## src/rtl/sdfifo_pkg.sv

```systemverilog
package sdfifo_pkg;

    typedef enum logic [1:0] {
        XFER_IDLE         = 2'd0,
        XFER_CARD_TO_HOST = 2'd1,
        XFER_HOST_TO_CARD = 2'd2
    } xfer_mode_e;

    typedef struct packed {
        logic push;       // accepted push this cycle
        logic pop;        // accepted pop this cycle
        logic from_card;  // push word comes from the card stream
        logic cpu_pop;    // accepted pop belongs to the processor
        logic err_set;    // processor underflow or overflow
    } access_t;

    // the read bit wins when both direction bits are set
    function automatic xfer_mode_e decode_mode(input logic rd_bit, input logic wr_bit);
        if (rd_bit)      return XFER_CARD_TO_HOST;
        else if (wr_bit) return XFER_HOST_TO_CARD;
        else             return XFER_IDLE;
    endfunction

endpackage

```

## src/rtl/sdf_route.sv

```systemverilog
module sdf_route
    import sdfifo_pkg::*;
#(
    parameter int DEPTH = 16,
    parameter int LVL_W = $clog2(DEPTH + 1)
) (
    input  xfer_mode_e       mode,
    input  logic             flush,
    input  logic             cpu_rd,
    input  logic             cpu_wr,
    input  logic             card_in_valid,
    input  logic             card_out_ready,
    input  logic [LVL_W-1:0] level,
    output access_t          acc,
    output logic             card_in_ready,
    output logic             card_out_valid
);

    logic full, empty;
    logic cpu_pop_req, cpu_push_req, card_push_req, card_pop_req;

    always_comb begin
        full          = (level == LVL_W'(DEPTH));
        empty         = (level == '0);
        // processor accesses against the direction are not requests
        cpu_pop_req   = cpu_rd && (mode != XFER_HOST_TO_CARD);
        cpu_push_req  = cpu_wr && (mode != XFER_CARD_TO_HOST);
        card_push_req = card_in_valid  && (mode == XFER_CARD_TO_HOST);
        card_pop_req  = card_out_ready && (mode == XFER_HOST_TO_CARD);

        // acceptance judged on the level before the edge
        acc.push      = !flush && (cpu_push_req || card_push_req) && !full;
        acc.pop       = !flush && (cpu_pop_req  || card_pop_req)  && !empty;
        acc.from_card = (mode == XFER_CARD_TO_HOST);
        acc.cpu_pop   = !flush && cpu_pop_req && !empty;
        acc.err_set   = !flush && ((cpu_pop_req && empty) || (cpu_push_req && full));

        card_in_ready  = !flush && (mode == XFER_CARD_TO_HOST) && !full;
        card_out_valid = !flush && (mode == XFER_HOST_TO_CARD) && !empty;
    end

endmodule

```

## src/rtl/sdf_store.sv

```systemverilog
module sdf_store #(
    parameter int WORD_W = 32,
    parameter int DEPTH  = 16,
    parameter int PTR_W  = $clog2(DEPTH),
    parameter int LVL_W  = $clog2(DEPTH + 1)
) (
    input  logic              clk,
    input  logic              rst_n,
    input  logic              flush,
    input  logic              push,
    input  logic              pop,
    input  logic [WORD_W-1:0] wdata,
    output logic [WORD_W-1:0] head,
    output logic [LVL_W-1:0]  level
);

    typedef struct packed {
        logic [PTR_W-1:0] wp;
        logic [PTR_W-1:0] rp;
        logic [LVL_W-1:0] lvl;
    } ctl_t;

    ctl_t ctl_d, ctl_q;
    logic [WORD_W-1:0] mem_q [DEPTH];

    function automatic logic [PTR_W-1:0] ptr_next(input logic [PTR_W-1:0] p);
        return (p == PTR_W'(DEPTH - 1)) ? '0 : p + 1'b1;
    endfunction

    always_comb begin
        ctl_d = ctl_q;
        if (flush) begin
            ctl_d = '0;
        end else begin
            if (push) ctl_d.wp = ptr_next(ctl_q.wp);
            if (pop)  ctl_d.rp = ptr_next(ctl_q.rp);
            case ({push, pop})
                2'b10:   ctl_d.lvl = ctl_q.lvl + 1'b1;
                2'b01:   ctl_d.lvl = ctl_q.lvl - 1'b1;
                default: ctl_d.lvl = ctl_q.lvl;
            endcase
        end
    end

    always_ff @(posedge clk) begin
        if (!rst_n) ctl_q <= '0;
        else        ctl_q <= ctl_d;
    end

    always_ff @(posedge clk) begin
        if (push && !flush) mem_q[ctl_q.wp] <= wdata;
    end

    assign head  = mem_q[ctl_q.rp];
    assign level = ctl_q.lvl;

    // the router never passes a pop of an empty store or a push to a full one
    assert_pop_nonempty_R6: assert property (@(posedge clk) disable iff (!rst_n)
        pop |-> (ctl_q.lvl != '0));
    assert_push_notfull_R6: assert property (@(posedge clk) disable iff (!rst_n)
        push |-> (ctl_q.lvl != LVL_W'(DEPTH)));
    // a flush leaves the store empty
    assert_flush_empties_R8: assert property (@(posedge clk) disable iff (!rst_n)
        flush |=> (level == '0));
    // a push and a pop together keep the level
    assert_level_hold_R10: assert property (@(posedge clk) disable iff (!rst_n)
        (push && pop && !flush) |=> $stable(level));

endmodule

```

## src/rtl/sdf_err_flag.sv

```systemverilog
module sdf_err_flag (
    input  logic clk,
    input  logic rst_n,
    input  logic set,
    input  logic clr,
    output logic err
);

    logic err_d, err_q;

    always_comb begin
        err_d = err_q;
        if (set)      err_d = 1'b1;
        else if (clr) err_d = 1'b0;
    end

    always_ff @(posedge clk) begin
        if (!rst_n) err_q <= 1'b0;
        else        err_q <= err_d;
    end

    assign err = err_q;

    // the flag is sticky until cleared, and a set always lands
    assert_err_sticky_R6: assert property (@(posedge clk) disable iff (!rst_n)
        (err && !clr) |=> err);
    assert_err_set_R6: assert property (@(posedge clk) disable iff (!rst_n)
        set |=> err);

endmodule

```

## src/rtl/sdf_dma_req.sv

```systemverilog
module sdf_dma_req
    import sdfifo_pkg::*;
#(
    parameter int DEPTH = 16,
    parameter int LVL_W = $clog2(DEPTH + 1),
    parameter int TH_W  = 5
) (
    input  xfer_mode_e       mode,
    input  logic [LVL_W-1:0] level,
    input  logic [TH_W-1:0]  rd_thresh,
    input  logic [TH_W-1:0]  wr_thresh,
    output logic             req
);

    localparam int CW = ((LVL_W > TH_W) ? LVL_W : TH_W) + 1;

    logic [CW-1:0] lvl_x, free_x, rth_x, wth_x;

    always_comb begin
        lvl_x  = CW'(level);
        free_x = CW'(DEPTH) - lvl_x;
        rth_x  = CW'(rd_thresh);
        wth_x  = CW'(wr_thresh);
        case (mode)
            XFER_CARD_TO_HOST: req = (lvl_x > rth_x);
            XFER_HOST_TO_CARD: req = (free_x > wth_x);
            default:           req = 1'b0;
        endcase
    end

endmodule

```

## src/rtl/sd_word_fifo.sv

```systemverilog
module sd_word_fifo
    import sdfifo_pkg::*;
#(
    parameter int WORD_W = 32,
    parameter int DEPTH  = 16,
    parameter int TH_W   = 5,
    parameter int DBG_W  = 32
) (
    input  logic              clk,
    input  logic              rst_n,
    input  logic              cmd_start,
    input  logic              cmd_rd_bit,
    input  logic              cmd_wr_bit,
    input  logic [TH_W-1:0]   rd_thresh,
    input  logic [TH_W-1:0]   wr_thresh,
    input  logic              cpu_rd,
    input  logic              cpu_wr,
    input  logic [WORD_W-1:0] cpu_wdata,
    output logic [WORD_W-1:0] cpu_rdata,
    input  logic              card_in_valid,
    input  logic [WORD_W-1:0] card_in_data,
    output logic              card_in_ready,
    output logic              card_out_valid,
    output logic [WORD_W-1:0] card_out_data,
    input  logic              card_out_ready,
    input  logic              err_clr,
    output logic              fifo_err,
    output logic              dma_req,
    output logic [DBG_W-1:0]  dbg_word
);

    localparam int LVL_W   = $clog2(DEPTH + 1);
    // debug word field positions
    localparam int LVL_LSB = 4;
    localparam int WTH_LSB = 9;
    localparam int RTH_LSB = 14;

    xfer_mode_e        mode;
    access_t           acc;
    logic [LVL_W-1:0]  level;
    logic [WORD_W-1:0] head;
    logic [WORD_W-1:0] push_word;

    assign mode      = decode_mode(cmd_rd_bit, cmd_wr_bit);
    assign push_word = acc.from_card ? card_in_data : cpu_wdata;

    sdf_route #(.DEPTH(DEPTH), .LVL_W(LVL_W)) u_route (
        .mode           (mode),
        .flush          (cmd_start),
        .cpu_rd         (cpu_rd),
        .cpu_wr         (cpu_wr),
        .card_in_valid  (card_in_valid),
        .card_out_ready (card_out_ready),
        .level          (level),
        .acc            (acc),
        .card_in_ready  (card_in_ready),
        .card_out_valid (card_out_valid)
    );

    sdf_store #(.WORD_W(WORD_W), .DEPTH(DEPTH), .LVL_W(LVL_W)) u_store (
        .clk   (clk),
        .rst_n (rst_n),
        .flush (cmd_start),
        .push  (acc.push),
        .pop   (acc.pop),
        .wdata (push_word),
        .head  (head),
        .level (level)
    );

    sdf_err_flag u_err (
        .clk   (clk),
        .rst_n (rst_n),
        .set   (acc.err_set),
        .clr   (err_clr),
        .err   (fifo_err)
    );

    sdf_dma_req #(.DEPTH(DEPTH), .LVL_W(LVL_W), .TH_W(TH_W)) u_dma (
        .mode      (mode),
        .level     (level),
        .rd_thresh (rd_thresh),
        .wr_thresh (wr_thresh),
        .req       (dma_req)
    );

    assign cpu_rdata     = acc.cpu_pop ? head : '0;
    assign card_out_data = head;

    always_comb begin
        dbg_word = '0;
        dbg_word[LVL_LSB +: LVL_W] = level;
        dbg_word[WTH_LSB +: TH_W]  = wr_thresh;
        dbg_word[RTH_LSB +: TH_W]  = rd_thresh;
    end

    // no DMA request without a transfer direction
    assert_dma_idle_R7: assert property (@(posedge clk) disable iff (!rst_n)
        (mode == XFER_IDLE) |-> !dma_req);
    // the card stream never pushes and pops in the same cycle
    assert_one_card_side_R5: assert property (@(posedge clk) disable iff (!rst_n)
        !(card_in_ready && card_out_valid));
    // a processor pop of an empty buffer raises the error flag
    assert_underflow_flag_R6: assert property (@(posedge clk) disable iff (!rst_n)
        (cpu_rd && !cmd_start && (mode != XFER_HOST_TO_CARD) && (level == '0)) |=> fifo_err);
    // a read against the direction never returns data
    assert_wrong_dir_read_R9: assert property (@(posedge clk) disable iff (!rst_n)
        (mode == XFER_HOST_TO_CARD) |-> (cpu_rdata == '0));

endmodule

```

## config.mk

```make
export PLATFORM = sky130hd
export DESIGN_NAME = sd_word_fifo
export DESIGN_NICKNAME = d
export VERILOG_FILES = /design/src/rtl/sdfifo_pkg.sv /design/src/rtl/sdf_route.sv /design/src/rtl/sdf_store.sv /design/src/rtl/sdf_err_flag.sv /design/src/rtl/sdf_dma_req.sv /design/src/rtl/sd_word_fifo.sv
export SDC_FILE = /design/constraint.sdc
export NUM_CORES = 1
export LEC_CHECK = 0
export BUFFER_PORTS_ARGS = -buffer_cell sky130_fd_sc_hd__buf_2
export CAP_MARGIN = 5
export CORE_ASPECT_RATIO = 1.4
export CORE_MARGIN = 5
export CORE_UTILIZATION = 54
export DETAILED_ROUTE_END_ITERATION = 6
export PLACE_DENSITY = 0.76
export SYNTH_ARGS = -nofsm -noshare
export SYNTH_HDL_FRONTEND = slang
export SYNTH_SLANG_ARGS = --single-unit
```

## constraint.sdc

```tcl
create_clock -name clk -period 3.4 [get_ports clk]
set_clock_uncertainty 0.2 [all_clocks]
set_input_delay 0 -clock clk [delete_from_list [all_inputs] [get_ports clk]]
set_output_delay 0 -clock clk [all_outputs]
set_load 0.1 [all_outputs]
```

== After elaboration in Yosys (flattened, before gate mapping) ==
Memory sizes are Yosys's and may differ from the RTL's. A register that Yosys moved wholly into a read port is not among the register bits.
Index checks and enable logic that the tools add are counted.

* Register bits after elaboration: 14
* Bits in latches: 0
* Memory bits (writable): 512
* Memory bits (read-only): 0
* Input port bits: 84
* Output and inout bits: 100
* Logic and storage cells: 64
* Memories kept: 1

{| class="wikitable"
|+ Memory list
! name !! words !! bits a word !! rd ports !! clocked after Yosys merged registers in !! write ports !! RTL line !! RTL
|-
| u_store.mem_q || 16 || 32 || 1 || 1 || 1 || sdf_store.sv:24 || <nowiki>logic [WORD_W-1:0] mem_q [DEPTH];</nowiki>
|}

* Add/subtract/negate cells: 5
* Multiply operators: 0
* Divide/modulo/power cells: 0
* Order comparisons: 2
* Equal/unequal tests: 9
* Shift-type cells: 0
* Multiplexer cells: 14
* Bitwise operators: 1
* Reduce and logical (&&, ||, !) cells: 28

{| class="wikitable"
|+ Operator list
! cell !! number
|-
| 32-bit two-way mux || 2
|-
| 1-bit logical AND || 18
|-
| 4-bit two-way mux || 4
|-
| 5-bit case mux with 2 select lines || 1
|-
| 4-bit by 1-bit adder with 4-bit output (second input constant) || 2
|-
| 4-bit == test (second input constant) || 2
|-
| 6-bit by 5-bit greater-than comparator with 1-bit output || 1
|-
| 5-bit by 5-bit subtractor with 6-bit output (first input constant) || 1
|-
| 5-bit by 1-bit adder with 5-bit output (second input constant) || 1
|-
| 5-bit == test (second input constant) || 1
|-
| 5-bit greater-than comparator || 1
|-
| 5-bit zero test || 1
|-
| 5-bit by 1-bit subtractor with 5-bit output (second input constant) || 1
|-
| 2-bit by 1-bit == test with 1-bit output (second input constant) || 2
|-
| 2-bit == test (second input constant) || 2
|-
| 1-bit two-way mux || 4
|-
| 2-bit two-way mux || 2
|-
| 2-bit nonzero test || 2
|-
| 1-bit zero test || 3
|-
| 1-bit logical OR || 3
|-
| 2-bit by 1-bit != test with 1-bit output (second input constant) || 1
|-
| 2-bit != test (second input constant) || 1
|-
| 1-bit case mux with 2 select lines || 1
|-
| 2-bit OR reduction || 1
|-
| 1-bit inverter || 1
|}

== Logic depth before layout (Yosys ltp) ==
* Depth in word-level cells: 10
* Depth in mapped cells: 15
* Mapped depth without buffers: 14

== Modules after synthesis ==
From an unflattened synthesis, not the netlist that was laid out.

* Cells, all modules: 1070
* Area, all modules: 21607.0 um^2

{| class="wikitable"
|+ Modules (own cells, without submodules)
! module !! instances !! cells an instance !! area an instance (um^2)
|-
| sdf_store || 1 || 900 || 20095.5
|-
| sd_word_fifo || 1 || 100 || 968.4
|-
| sdf_dma_req || 1 || 50 || 375.4
|-
| sdf_route || 1 || 17 || 126.4
|-
| sdf_err_flag || 1 || 3 || 41.3
|}

== Worst setup path before layout ==
OpenSTA, ideal clock, no wires.

* Kind: reg-to-output
* From: register u_store.ctl_q (netlist bit u_store.level[2])
* To: output dma_req
* Data arrival time: 4.034 ns
* Slack: -0.834 ns
* Cell stages (with the launch flop): 3
* Cell sequence: dfxtp_1 nor4_1 o311ai_0

* Cells in the longest elaborated chain, start to end: 3

{| class="wikitable"
|+ Ends and longest elaborated chain
! item !! RTL line !! RTL
|-
| start: declaration || sdf_store.sv:23 || <nowiki>ctl_t ctl_d, ctl_q;</nowiki>
|-
| start signal: assignment || sdf_store.sv:47 || <nowiki>else ctl_q <= ctl_d;</nowiki>
|-
| 5-bit by 5-bit subtractor with 6-bit output || sdf_dma_req.sv:21 || <nowiki>free_x = CW'(DEPTH) - lvl_x;</nowiki>
|-
| 6-bit by 5-bit greater-than comparator with 1-bit output || sdf_dma_req.sv:26 || <nowiki>XFER_HOST_TO_CARD: req = (free_x > wth_x);</nowiki>
|-
| 1-bit case mux with 2 select lines * || sdf_dma_req.sv:24 || <nowiki>case (mode)</nowiki>
|-
| end: declaration || sd_word_fifo.sv:28 || <nowiki>output logic dma_req,</nowiki>
|}

Mark *: on every way between the ends. The rest lies on a longest branch, timed or not.

== Final worst setup path ==
* From: register u_store.ctl_q (netlist bit u_store.level[1])
* To: register u_store.ctl_q (netlist bit u_store.level[4])

* Cells in the longest elaborated chain, start to end: 5

{| class="wikitable"
|+ Ends and longest elaborated chain
! item !! RTL line !! RTL
|-
| 5-bit == test / 5-bit zero test (equally long branches) || sdf_route.sv:23, sdf_route.sv:24 ||
|-
| 1-bit zero test, on equally long branches || sdf_route.sv:32, sdf_route.sv:33 ||
|-
| 1-bit logical AND, on equally long branches || sdf_route.sv:32, sdf_route.sv:33 ||
|-
| 2-bit by 1-bit == test with 1-bit output / 2-bit == test (equally long branches) || sdf_store.sv:37 || <nowiki>case ({push, pop})</nowiki>
|-
| 5-bit case mux with 2 select lines / 2-bit nonzero test (equally long branches) || - ||
|}

Parallel ways exist; a longest one is shown, timed or not.
A chain may end at the register's enable or synchronous reset.

==> results.md <==
- Max IR drop VDD: 0.359 mV
- Remaining antenna violation count after routing: 0
- CTS Sinks: 530
- Top cell type's share of synthesized area: 70.5%
- Post-synth EDFFs: 512
- Max transition margin: 51.1%
- Critical Path End Type: flip-flop
- Crit share post-route: 94.3%
- Status: completed
- YS warnings: 0
- Final Net Count: 1432
- Drt total wl: 45900 µm
- Antenna violations before repair: 0
- Reg area: 15700 µm²
- Die W: 180 µm
- Die Height: 248 µm
- CTS buffer count: 45
- Asr flop ratio synth: 0%
- Initial Util: 54.3%
- Final min period: 3.20 ns
- Max_cap viols: 0
- Multi-input logic area: 5500 µm²
- F_max: 312 MHz
- # DRC: 0
- Syn Inst Count: 1062
- Clock insertion delay at the later pin of the skew report: 0.55 ns
- Ys flop type: edfxtp_1
- Setup WS pre-CTS: 0.175 ns
- H-tree depth: 2
- I/O pin count: 184
- GRT Residual Overflow: 0
- DP Area: 23400 µm²
- Layout area overhead: 17.6%
- Avg WL per Cell: 24.3 µm
- Hold slack: 0.140 ns
- # rows: 87
- Worst path most repeated cell: ha_1
- Post-CTS setup buffer count: 0
- CP Buf/Inv Count: 2
- Final Cell Area: 25600 µm²
- RSZ-0062 raised after global routing: no
- CTS root buf: clkbuf_16
- Crit Path Class: reg -> reg
- Worst EP arrival: 3.48 ns
- Die footprint: 44600 µm²
- Synth Register Bits: 530
- Layout cells sized above 1: 33.9%
- Leakage Power: 8.30 nW
- Worst Tran Pin Value: 0.733 ns
- Largest net degree at the start of global routing: 36
- Area leader, netlist: edfxtp_1
- TritonCTS clock tree: built
- Via density: 5.87
- Critical path's slowest cell: dfxtp_2
- Mean post-synth cell area: 20.5 µm²
- Slew Limit Fails: 0
- Fillers: 2576
- Hold Fails Final Rpt: 0
- CP Data Required Time: 3.67 ns
- DR vias: 11100
- Vias in the first global route: 11700
- 1st-pass router iterations: 5
- CP cell instances: inv_1, ha_1, nor3b_2, ha_1, or2_0, nor2_1, ha_1, inv_1, fa_1, nand2b_1, a21oi_1, mux2i_1, mux2i_1
- Max FO, Critical Path: 7
- Clock buffer depth: 3
- RePlAce Congestion: 0.784
- Worst setup SP type: flip-flop
- DRT iter0 DRCs: 821
- Worst hold path type: in -> reg
- Diodes inserted: 0
- Power Density: 511 nW/µm²
- Global Route Usage Sum: 20.6%
- Yosys cell types: 49
- Sequential share of the synthesized area: 72.1%
- Input/output buffers: 166
- Fin worst setup slack: 0.195 ns
- Synth top area cells: edfxtp_1 70%, mux4_2 13%, mux2i_1 4.5%
- Delay-heaviest family, CP: adder cells
- First-pass GRT wire length: 70000 µm
- CTS clock-pin slew for the worst setup and hold paths: 0.07 ns
- HPWL Detailed: 26400 µm
- Final setup violating endpoints: 0
- Post-synth design cell area: 21800 µm²
- CP max stage delay: 0.40 ns
- Core box area: 40200 µm²
[synthesized netlist by cell type, drive strengths merged, types with 2 or more instances]
cell type,number
a31oi,3
mux2,34
nor3,2
nand4b,3
buf,69
and3,2
nand2b,3
nor2,15
o21ai,3
xor2,3
inv,18
ha,22
mux4,128
nor3b,3
o22ai,32
nand2,10
dfxtp,18
clkbuf,18
and2,14
or4,2
and4,4
mux2i,99
edfxtp,512
nand3,11
nor2b,2
a21oi,13
a21o,3
[layout make-up]
| type | count | share of cell area [%] |
|---|---|---|
| clock buffer | 51 | 4.48 |
| clock inverter | 29 | 1.05 |
| inverter | 18 | 0.273 |
| multi-input combinational | 443 | 21.5 |
| sequential | 530 | 61.4 |
| tap | 534 | 2.61 |
| timing repair buffer | 287 | 8.73 |
[where the power goes]
group	switching [mW]	internal, mW	leakage, nW	total [mW]
Sequential	0.00999	7.24	4.76	7.25
Combinational	0.630	0.230	2.85	0.860
Clock	2.19	2.81	0.690	5.00
[registers in the layout, indices dropped and copies added (netlist names), named ones only]
register       cells
u_err.err          1
u_store.mem_q    512
u_store.ctl_q      8
u_store.level      5
[layout by cell type, fill, tap and decap left out, drive strengths merged, types with 4 or more instances in the layout]
cell type	instances
edfxtp	512
buf	188
mux4	128
mux2i	99
dlygate4sd3	75
clkbuf	75
mux2	34
o22ai	32
ha	22
inv	21
clkinv	19
dfxtp	18
conb	17
nor2	15
and2	14
a21oi	13
nand3	11
nand2	10
bufinv	5
and4	4
[path summary, 6_finish.rpt]
path                                 startpoint                             to  slack (ns)  depth (start not counted)
setup reg to reg  u_store.level[1]$_SDFFE_PP0P_  u_store.level[4]$_SDFFE_PP0P_        0.20                         13
hold reg to reg   u_store.ctl_q[7]$_SDFFE_PP0N_                      flip-flop        0.33                          2
setup / recovery  u_store.level[1]$_SDFFE_PP0P_  u_store.level[4]$_SDFFE_PP0P_        0.20                         13
hold / removal                          err_clr         u_err.err$_SDFFE_PN0P_        0.14                          5
[metal layers]
layer  up-vias  global-route usage (%)  part of all wire, %
li1       4851                       -                    -
met1      5791                    26.1                   38
met2       409                    37.1                   54
met3        63                    3.34                  5.8
met4         0                    5.70                  2.1
met5         -                       0                    0
[logic make-up (layout without fill, tap and decap cells)]
family,after synthesis,after routing,share of synthesized area [%]
multiplexers,261,261,19.5
adder cells (fa/ha/maj),23,23,1.35
AND/OR/NAND/NOR,76,76,2.00
buffers and inverters,105,385,3.06
other,1,17,0.0172
AO/OA/AOI/OAI,62,62,1.78
flip-flops,530,530,72.1
XOR/XNOR,4,4,0.161
[repair_timing]
item,4_1_cts,5_1_grt
endpoints found under the setup margin,4,34
pin swaps,0,0
cloned,0,0
hold buffers,75,0
resized for setup,4,38
hold endpoints to repair,530,0
[worst register-to-register path, stage by stage (launching register included)]
cell and delay, ns:
dfxtp_2 0.40, inv_1 0.10, ha_1 0.21, nor3b_2 0.18
ha_1 0.23, or2_0 0.23, nor2_1 0.15, ha_1 0.19
inv_1 0.07, fa_1 0.40, nand2b_1 0.16, a21oi_1 0.15
mux2i_1 0.26, mux2i_1 0.21
[metrics by stage]
step | utilization, % | TNS [ns] | total power, mW | instances
floorplan | - | -1.05 | 7.98 | 1078
CTS | 63.6 | 0 | 13.2 | 1892
global placement | 58.2 | 0 | 8.14 | 1737
global route | 63.9 | 0 | 13.5 | 1892
detailed placement | 58.2 | 0 | 8.16 | 1737
finish | 63.9 | 0 | 13.1 | 1892
No activity file was read; power rests on OpenSTA's default activity.
